**src/rtl/tag_act_pkg.sv**
```systemverilog
package tag_act_pkg;
  localparam int unsigned BYTE_W = 8;

  localparam logic [BYTE_W-1:0] CMD_REQ   = 8'h26;
  localparam logic [BYTE_W-1:0] CMD_WAKE  = 8'h52;
  localparam logic [BYTE_W-1:0] CMD_CL1   = 8'h93;
  localparam logic [BYTE_W-1:0] CMD_CL2   = 8'h95;
  localparam logic [BYTE_W-1:0] CMD_HALT  = 8'h50;
  localparam logic [BYTE_W-1:0] PARAM_SEL = 8'h70;

  typedef enum logic [2:0] {
    ST_IDLE   = 3'd0,
    ST_READY1 = 3'd1,
    ST_READY2 = 3'd2,
    ST_ACTIVE = 3'd3,
    ST_HALT   = 3'd4
  } tag_state_e;

  typedef enum logic [1:0] {
    RPL_NONE = 2'd0,
    RPL_ATQA = 2'd1,
    RPL_UID1 = 2'd2,
    RPL_UID2 = 2'd3
  } reply_e;

  typedef struct packed {
    logic req;
    logic wake;
    logic cl1;
    logic cl2;
    logic halt;
    logic sel;     // parameter byte marks a select
    logic in_set;  // any activation-layer command
  } cmd_cls_t;
endpackage

```
**src/rtl/tag_cmd_decode.sv**
```systemverilog
module tag_cmd_decode
  import tag_act_pkg::*;
#(
  parameter int unsigned CMD_W = BYTE_W
) (
  input  logic [CMD_W-1:0] cmd_i,
  input  logic [CMD_W-1:0] param_i,
  output cmd_cls_t         cls_o
);
  always_comb begin
    cls_o        = '0;
    cls_o.req    = (cmd_i == CMD_REQ);
    cls_o.wake   = (cmd_i == CMD_WAKE);
    cls_o.cl1    = (cmd_i == CMD_CL1);
    cls_o.cl2    = (cmd_i == CMD_CL2);
    cls_o.halt   = (cmd_i == CMD_HALT);
    cls_o.sel    = (param_i == PARAM_SEL);
    cls_o.in_set = cls_o.req | cls_o.wake | cls_o.cl1 | cls_o.cl2 | cls_o.halt;
  end
endmodule

```
**src/rtl/tag_act_core.sv**
```systemverilog
module tag_act_core
  import tag_act_pkg::*;
(
  input  logic       clk_i,
  input  logic       rst_ni,
  input  logic       valid_i,
  input  cmd_cls_t   cls_i,
  input  logic       match_i,
  output tag_state_e state_o,
  output reply_e     reply_o,
  output logic       respond_o
);
  tag_state_e state_q, state_d;
  reply_e     reply_q, reply_d;
  logic       resp_q;
  logic       halted_q, halted_d;
  tag_state_e fall_st;

  assign fall_st = halted_q ? ST_HALT : ST_IDLE;

  always_comb begin
    state_d  = state_q;
    reply_d  = RPL_NONE;
    halted_d = halted_q;
    if (valid_i) begin
      unique case (state_q)
        ST_IDLE: begin
          if (cls_i.req || cls_i.wake) begin
            state_d  = ST_READY1;
            reply_d  = RPL_ATQA;
            halted_d = 1'b0;
          end
        end
        ST_HALT: begin
          if (cls_i.wake) begin
            state_d  = ST_READY1;
            reply_d  = RPL_ATQA;
            halted_d = 1'b1;
          end
        end
        ST_READY1: begin
          if (cls_i.cl1 && !cls_i.sel) begin
            reply_d = RPL_UID1;
          end else if (cls_i.cl1 && match_i) begin
            state_d = ST_READY2;
            reply_d = RPL_UID1;
          end else begin
            state_d = fall_st;
          end
        end
        ST_READY2: begin
          if (cls_i.cl2 && !cls_i.sel) begin
            reply_d = RPL_UID2;
          end else if (cls_i.cl2 && match_i) begin
            state_d = ST_ACTIVE;
            reply_d = RPL_UID2;
          end else begin
            state_d = fall_st;
          end
        end
        ST_ACTIVE: begin
          if (cls_i.halt) begin
            state_d  = ST_HALT;
            halted_d = 1'b1;
          end else if (cls_i.in_set) begin
            state_d = fall_st;
          end
        end
        default: state_d = ST_IDLE;
      endcase
    end
  end

  always_ff @(posedge clk_i or negedge rst_ni) begin
    if (!rst_ni) begin
      state_q  <= ST_IDLE;
      reply_q  <= RPL_NONE;
      resp_q   <= 1'b0;
      halted_q <= 1'b0;
    end else begin
      state_q  <= state_d;
      reply_q  <= reply_d;
      resp_q   <= (reply_d != RPL_NONE);
      halted_q <= halted_d;
    end
  end

  assign state_o   = state_q;
  assign reply_o   = reply_q;
  assign respond_o = resp_q;

  AST_QUIET_WITHOUT_FRAME: assert property (@(posedge clk_i) disable iff (!rst_ni)
    !valid_i |=> (!respond_o && $stable(state_o)));
  AST_REQ_IGNORED_IN_HALT: assert property (@(posedge clk_i) disable iff (!rst_ni)
    (valid_i && state_o == ST_HALT && cls_i.req) |=> (state_o == ST_HALT && !respond_o));
  AST_ATQA_LANDS_READY1: assert property (@(posedge clk_i) disable iff (!rst_ni)
    (reply_o == RPL_ATQA) |-> (state_o == ST_READY1));
  AST_HALT_FROM_ACTIVE: assert property (@(posedge clk_i) disable iff (!rst_ni)
    (valid_i && state_o == ST_ACTIVE && cls_i.halt) |=> (state_o == ST_HALT && !respond_o));
  AST_UID2_STATE: assert property (@(posedge clk_i) disable iff (!rst_ni)
    (reply_o == RPL_UID2) |-> (state_o == ST_READY2 || state_o == ST_ACTIVE));
  AST_SEL_MATCH_ADVANCES: assert property (@(posedge clk_i) disable iff (!rst_ni)
    (valid_i && state_o == ST_READY1 && cls_i.cl1 && cls_i.sel && match_i)
      |=> (state_o == ST_READY2 && reply_o == RPL_UID1));
  AST_RESPOND_PAIRS_SEL: assert property (@(posedge clk_i) disable iff (!rst_ni)
    respond_o == (reply_o != RPL_NONE));
  AST_STATE_LEGAL: assert property (@(posedge clk_i) disable iff (!rst_ni)
    state_o inside {ST_IDLE, ST_READY1, ST_READY2, ST_ACTIVE, ST_HALT});
endmodule

```
**src/rtl/tag_activation_fsm.sv**
```systemverilog
module tag_activation_fsm
  import tag_act_pkg::*;
#(
  parameter int unsigned CMD_W = BYTE_W
) (
  input  logic             clk_i,
  input  logic             rst_ni,
  input  logic             frame_valid_i,
  input  logic [CMD_W-1:0] cmd_i,
  input  logic [CMD_W-1:0] param_i,
  input  logic             uid_match_i,
  output logic [2:0]       state_o,
  output logic             respond_o,
  output logic [1:0]       reply_sel_o
);
  cmd_cls_t   cls;
  tag_state_e st;
  reply_e     rpl;

  tag_cmd_decode #(.CMD_W(CMD_W)) u_dec (
    .cmd_i   (cmd_i),
    .param_i (param_i),
    .cls_o   (cls)
  );

  tag_act_core u_core (
    .clk_i     (clk_i),
    .rst_ni    (rst_ni),
    .valid_i   (frame_valid_i),
    .cls_i     (cls),
    .match_i   (uid_match_i),
    .state_o   (st),
    .reply_o   (rpl),
    .respond_o (respond_o)
  );

  assign state_o     = st;
  assign reply_sel_o = rpl;
endmodule

```
**config.mk**
```make
export PLATFORM = sky130hd
export DESIGN_NAME = tag_activation_fsm
export DESIGN_NICKNAME = d
export VERILOG_FILES = /design/src/rtl/tag_act_pkg.sv /design/src/rtl/tag_cmd_decode.sv /design/src/rtl/tag_act_core.sv /design/src/rtl/tag_activation_fsm.sv
export SDC_FILE = /design/constraint.sdc
export NUM_CORES = 1
export LEC_CHECK = 0
export ABC_AREA = 1
export CAP_MARGIN = 5
export CORE_ASPECT_RATIO = 0.9
export CORE_MARGIN = 10
export CORE_UTILIZATION = 35
export CTS_BUF_LIST = sky130_fd_sc_hd__clkbuf_4 sky130_fd_sc_hd__clkbuf_8
export DETAILED_ROUTE_END_ITERATION = 6
export GPL_TIMING_DRIVEN = 0
export MAX_ROUTING_LAYER = met4
export PLACE_DENSITY = 0.7
export SLEW_MARGIN = 25
export SYNTH_ARGS = -nofsm -noshare
export SYNTH_HDL_FRONTEND = slang
export SYNTH_HIERARCHICAL = 1
export SYNTH_SLANG_ARGS = --single-unit
```
**constraint.sdc**
```tcl
create_clock -name clk_i -period 1.3 [get_ports clk_i]
set_clock_uncertainty 0.1 [all_clocks]
set_input_delay 0.13 -clock clk_i [delete_from_list [all_inputs] [get_ports clk_i]]
set_output_delay 0.13 -clock clk_i [all_outputs]
set_load 0.05 [all_outputs]
```
==> results.md <==
* Cell Rows at 14
* Failing checks: negative setup slack
* Clock latency on the worst-skew pair at 0.25 ns
* WL final at 2.16 mm
* Arr. time, crit path at 1.42 ns
* P_leak at 0.586 nW
* Nets@finish at 172
* CP Capture Type: flop
* Largest area contributor in the netlist: dfrtp_1
* Htree depth at 1
* Pwr Density at 971 nW/um2
* Part of the cycle the worst path needs at 102%
* Least-Margin Pin Slew at 0.348 ns
* Initial core utilization at 38.2%
* Ant diodes at 0
* Status: finished, violations left
* IO Pins at 26
* Syn Area/Cell at 5.91 um2
* Most frequent CP cell: nand2_1
* Post-Layout Inst Area at 1190 um2
* CTS tree: built
* Die width at 65.8 um
* GRT Util Overall at 10.4%
* Critical path startpoint category: flop
* Fillers at 130
* Count of final setup violators at 2
* Post-DP HPWL at 1.60 mm
* Ratio of cells with drive above 1 in the final layout at 48.3%
* Mapped cell area at 662 um2
* Setup CP Type: flop to flop
* Worst Path Buf+Inv at 1
* GRT Residual Overflow at 0
* Core area at 1730 um2
* CTS hold repair buffers at 0
* Yosys top cell area share at 26.5%
* PortBufs at 25
* Area Growth Syn to Fin at 79.4%
* Die area at 4030 um2
* Number of global-route vias before repair at 730
* Register area at 179 um2
* GPL Wtd Cong at 0.916
* Hold/Removal Path Class: input pin to asynchronous set/reset pin
* Worst setup margin at -0.0265 ns
* Area of the multi-input gates at 558 um2
* Crit-path max FO at 6
* Largest delay contributor family on the critical path: flip-flops
* Synth warnings at 6
* Clock transition at the registers of the reported paths at 0.05 ns
* First-pass DRT Iterations at 4
* RSZ-0062 raised after global routing: true
* Crit path max-delay cell type: dfrtp_2
* Clock buffer depth at 2
* Yosys cell types at 18
* First-pass GRT wire length at 3.18 mm
* Yosys reg bits at 7
* Fin. Hold Viols at 0
* Fin crit period at 1.33 ns
* Primary FF master, synth: dfrtp_1
* Max VDD drop at 665 uV
* Worst-path cell chain: buf_4 -> nor3_4 -> nand2_1 -> nand2_1 -> nand2_1 -> nand2_1
* DP Area at 953 um2
* Number of DRC markers in iteration 0 at 15
* Num CTS Buffers at 3
* Setup_tns at -0.0411 ns
* Crit path required time at 1.39 ns
* Slowest stage delay, CP at 0.49 ns
* Synth top area cells: dfrtp_1 (26%), nand2_1 (20%), inv_1 (9.1%), nor2_1 (8.5%), nand3_1 (7.6%)
* Rel. slew slack at 76.6%
* Commonest cells post-synth: nand2_1 (36), inv_1 (16), nor2_1 (15), nand3_1 (10), dfrtp_1 (7)
* Clk sink count at 7
* Seq/Total Area, Yosys at 26.5%
* Cell with the most instances after synthesis: nand2_1
* Peak Freq at 754 MHz
* Root Buffer: clkbuf_4
* Drt via density at 4.79
* DR DRC count at 0
* ANT nets after route at 0
* Max-slew violations at 0
* Via Count at 839
* Die height at 61.3 um
* Cells after synthesis at 112
* Largest net degree at the start of global routing at 9
* Initial antenna violation count at 0
* Drt wl/cell at 12.4 um
* Mapped Nets at 132
* Number of enable flip-flop cells after synthesis at 0
* Hold slack at 0.0337 ns
* Dpl ws at -0.550 ns
* Total of max-cap violations at 0
* Asr flop ratio synth at 100%
path summary, 6_finish.rpt:
| path | start | endpoint | slack [ns] | depth (start not counted) |
|---|---|---|---|---|
| setup / recovery | u_core/state_o[0] | u_core/state_o[1] | -0.03 | 6 |
| hold / removal | rst_ni | u_core/respond_o | 0.03 | 1 |
| setup reg to reg | u_core/state_o[0] | u_core/state_o[1] | -0.03 | 6 |
| hold reg to reg | u_core/halted_q | u_core/halted_q | 0.47 | 2 |
| max in group asynchronous | rst_ni | u_core/state_o[0] | 0.81 | 1 |
| min in group clk_i | cmd_i[4] | u_core/state_o[1] | 0.42 | 9 |
where the power goes:
part           total [mW]  switching [mW]  internal [mW]
Sequential          0.330          0.0754          0.255
Combinational       0.598           0.360          0.238
Clock               0.225          0.0867          0.138
Total                1.15           0.522          0.632
sequential cells by signal, summed over array words and instances, names as in the netlist:
signal and count:
u_core/respond_o 1, u_core/halted_q 1, u_core/reply_o 2, u_core/state_o 3
cell families after synthesis:
group | share of synthesized area [%]
and+or+nand+nor | 52.6
buffers and inverters | 12.5
AOI/OAI and AO/OA | 8.51
DFF | 26.5
area by class of cell:
cell class / instances / share of cell area [%]
clock buffer: 4 / 2.53
tap: 24 / 2.53
sequential: 7 / 15.1
buffer: 1 / 1.69
inverter: 19 / 6.85
timing repair buffer: 35 / 24.3
multi-input combinational: 85 / 47.0
metrics by stage:
stage                     total power [mW]  cells  util, %
after floorplan                      0.608    112        -
after global placement               0.766    161     55.0
after detailed placement             0.781    161     55.0
after CTS                            0.986    170     60.0
after global routing                  1.23    175     68.5
final                                 1.15    175     68.5
cells in the final DEF, fill, tap and decap left out:
| master | Yosys | layout |
|---|---|---|
| nand2_1 | 36 | 27 |
| inv_1 | 16 | 9 |
| buf_4 | 0 | 9 |
| nor2_4 | 0 | 8 |
| inv_2 | 3 | 8 |
| nand2_2 | 0 | 8 |
| nor2_1 | 15 | 7 |
| clkbuf_2 | 0 | 6 |
| dlygate4sd2_1 | 0 | 6 |
| nor2_2 | 6 | 6 |
| nand3_1 | 10 | 6 |
| clkbuf_4 | 0 | 5 |
| clkdlybuf4s15_1 | 0 | 4 |
| clkdlybuf4s15_2 | 0 | 4 |
| nand3_2 | 1 | 4 |
| dfrtp_1 | 7 | 4 |
| clkdlybuf4s50_1 | 0 | 3 |
| o21ai_0 | 3 | 3 |
| o21bai_1 | 3 | 3 |
| nand4_1 | 3 | 3 |
| dfrtp_2 | 0 | 3 |
| nor3_4 | 0 | 2 |
| buf_2 | 0 | 1 |
| buf_12 | 0 | 1 |
| inv_8 | 0 | 1 |
| a21oi_4 | 0 | 1 |
| or2_1 | 1 | 1 |
| o21ai_2 | 0 | 1 |
| inv_4 | 0 | 1 |
| nand2_4 | 0 | 1 |
| nand3_4 | 0 | 1 |
| o21ai_1 | 2 | 1 |
| buf_6 | 1 | 1 |
| nand3b_1 | 1 | 1 |
| nor4_4 | 0 | 1 |
timing repair:
action / in CTS / in global routing
setup endpoints to repair: 13 / 7
buffers inserted: 5 / 5
gates resized for setup: 53 / 50
pin swaps: 20 / 34
worst reg2reg max path, cell delays in order, from the launching register on:
cell and delay [ns]:
dfrtp_2 0.49, buf_4 0.18, nor3_4 0.18, nand2_1 0.10, nand2_1 0.09, nand2_1 0.06
nand2_1 0.06
routing by layer:
layer	up-vias	wire, um	part of all wire [%]	global-route usage [%]
li1	431	-	-	-
met1	379	875	40	11.1
met2	25	1150	53	17.2
met3	4	93	4.3	3.09
met4	0	42	1.9	5.18
met5	-	0	0	-
(Power assumes the default switching activity.)
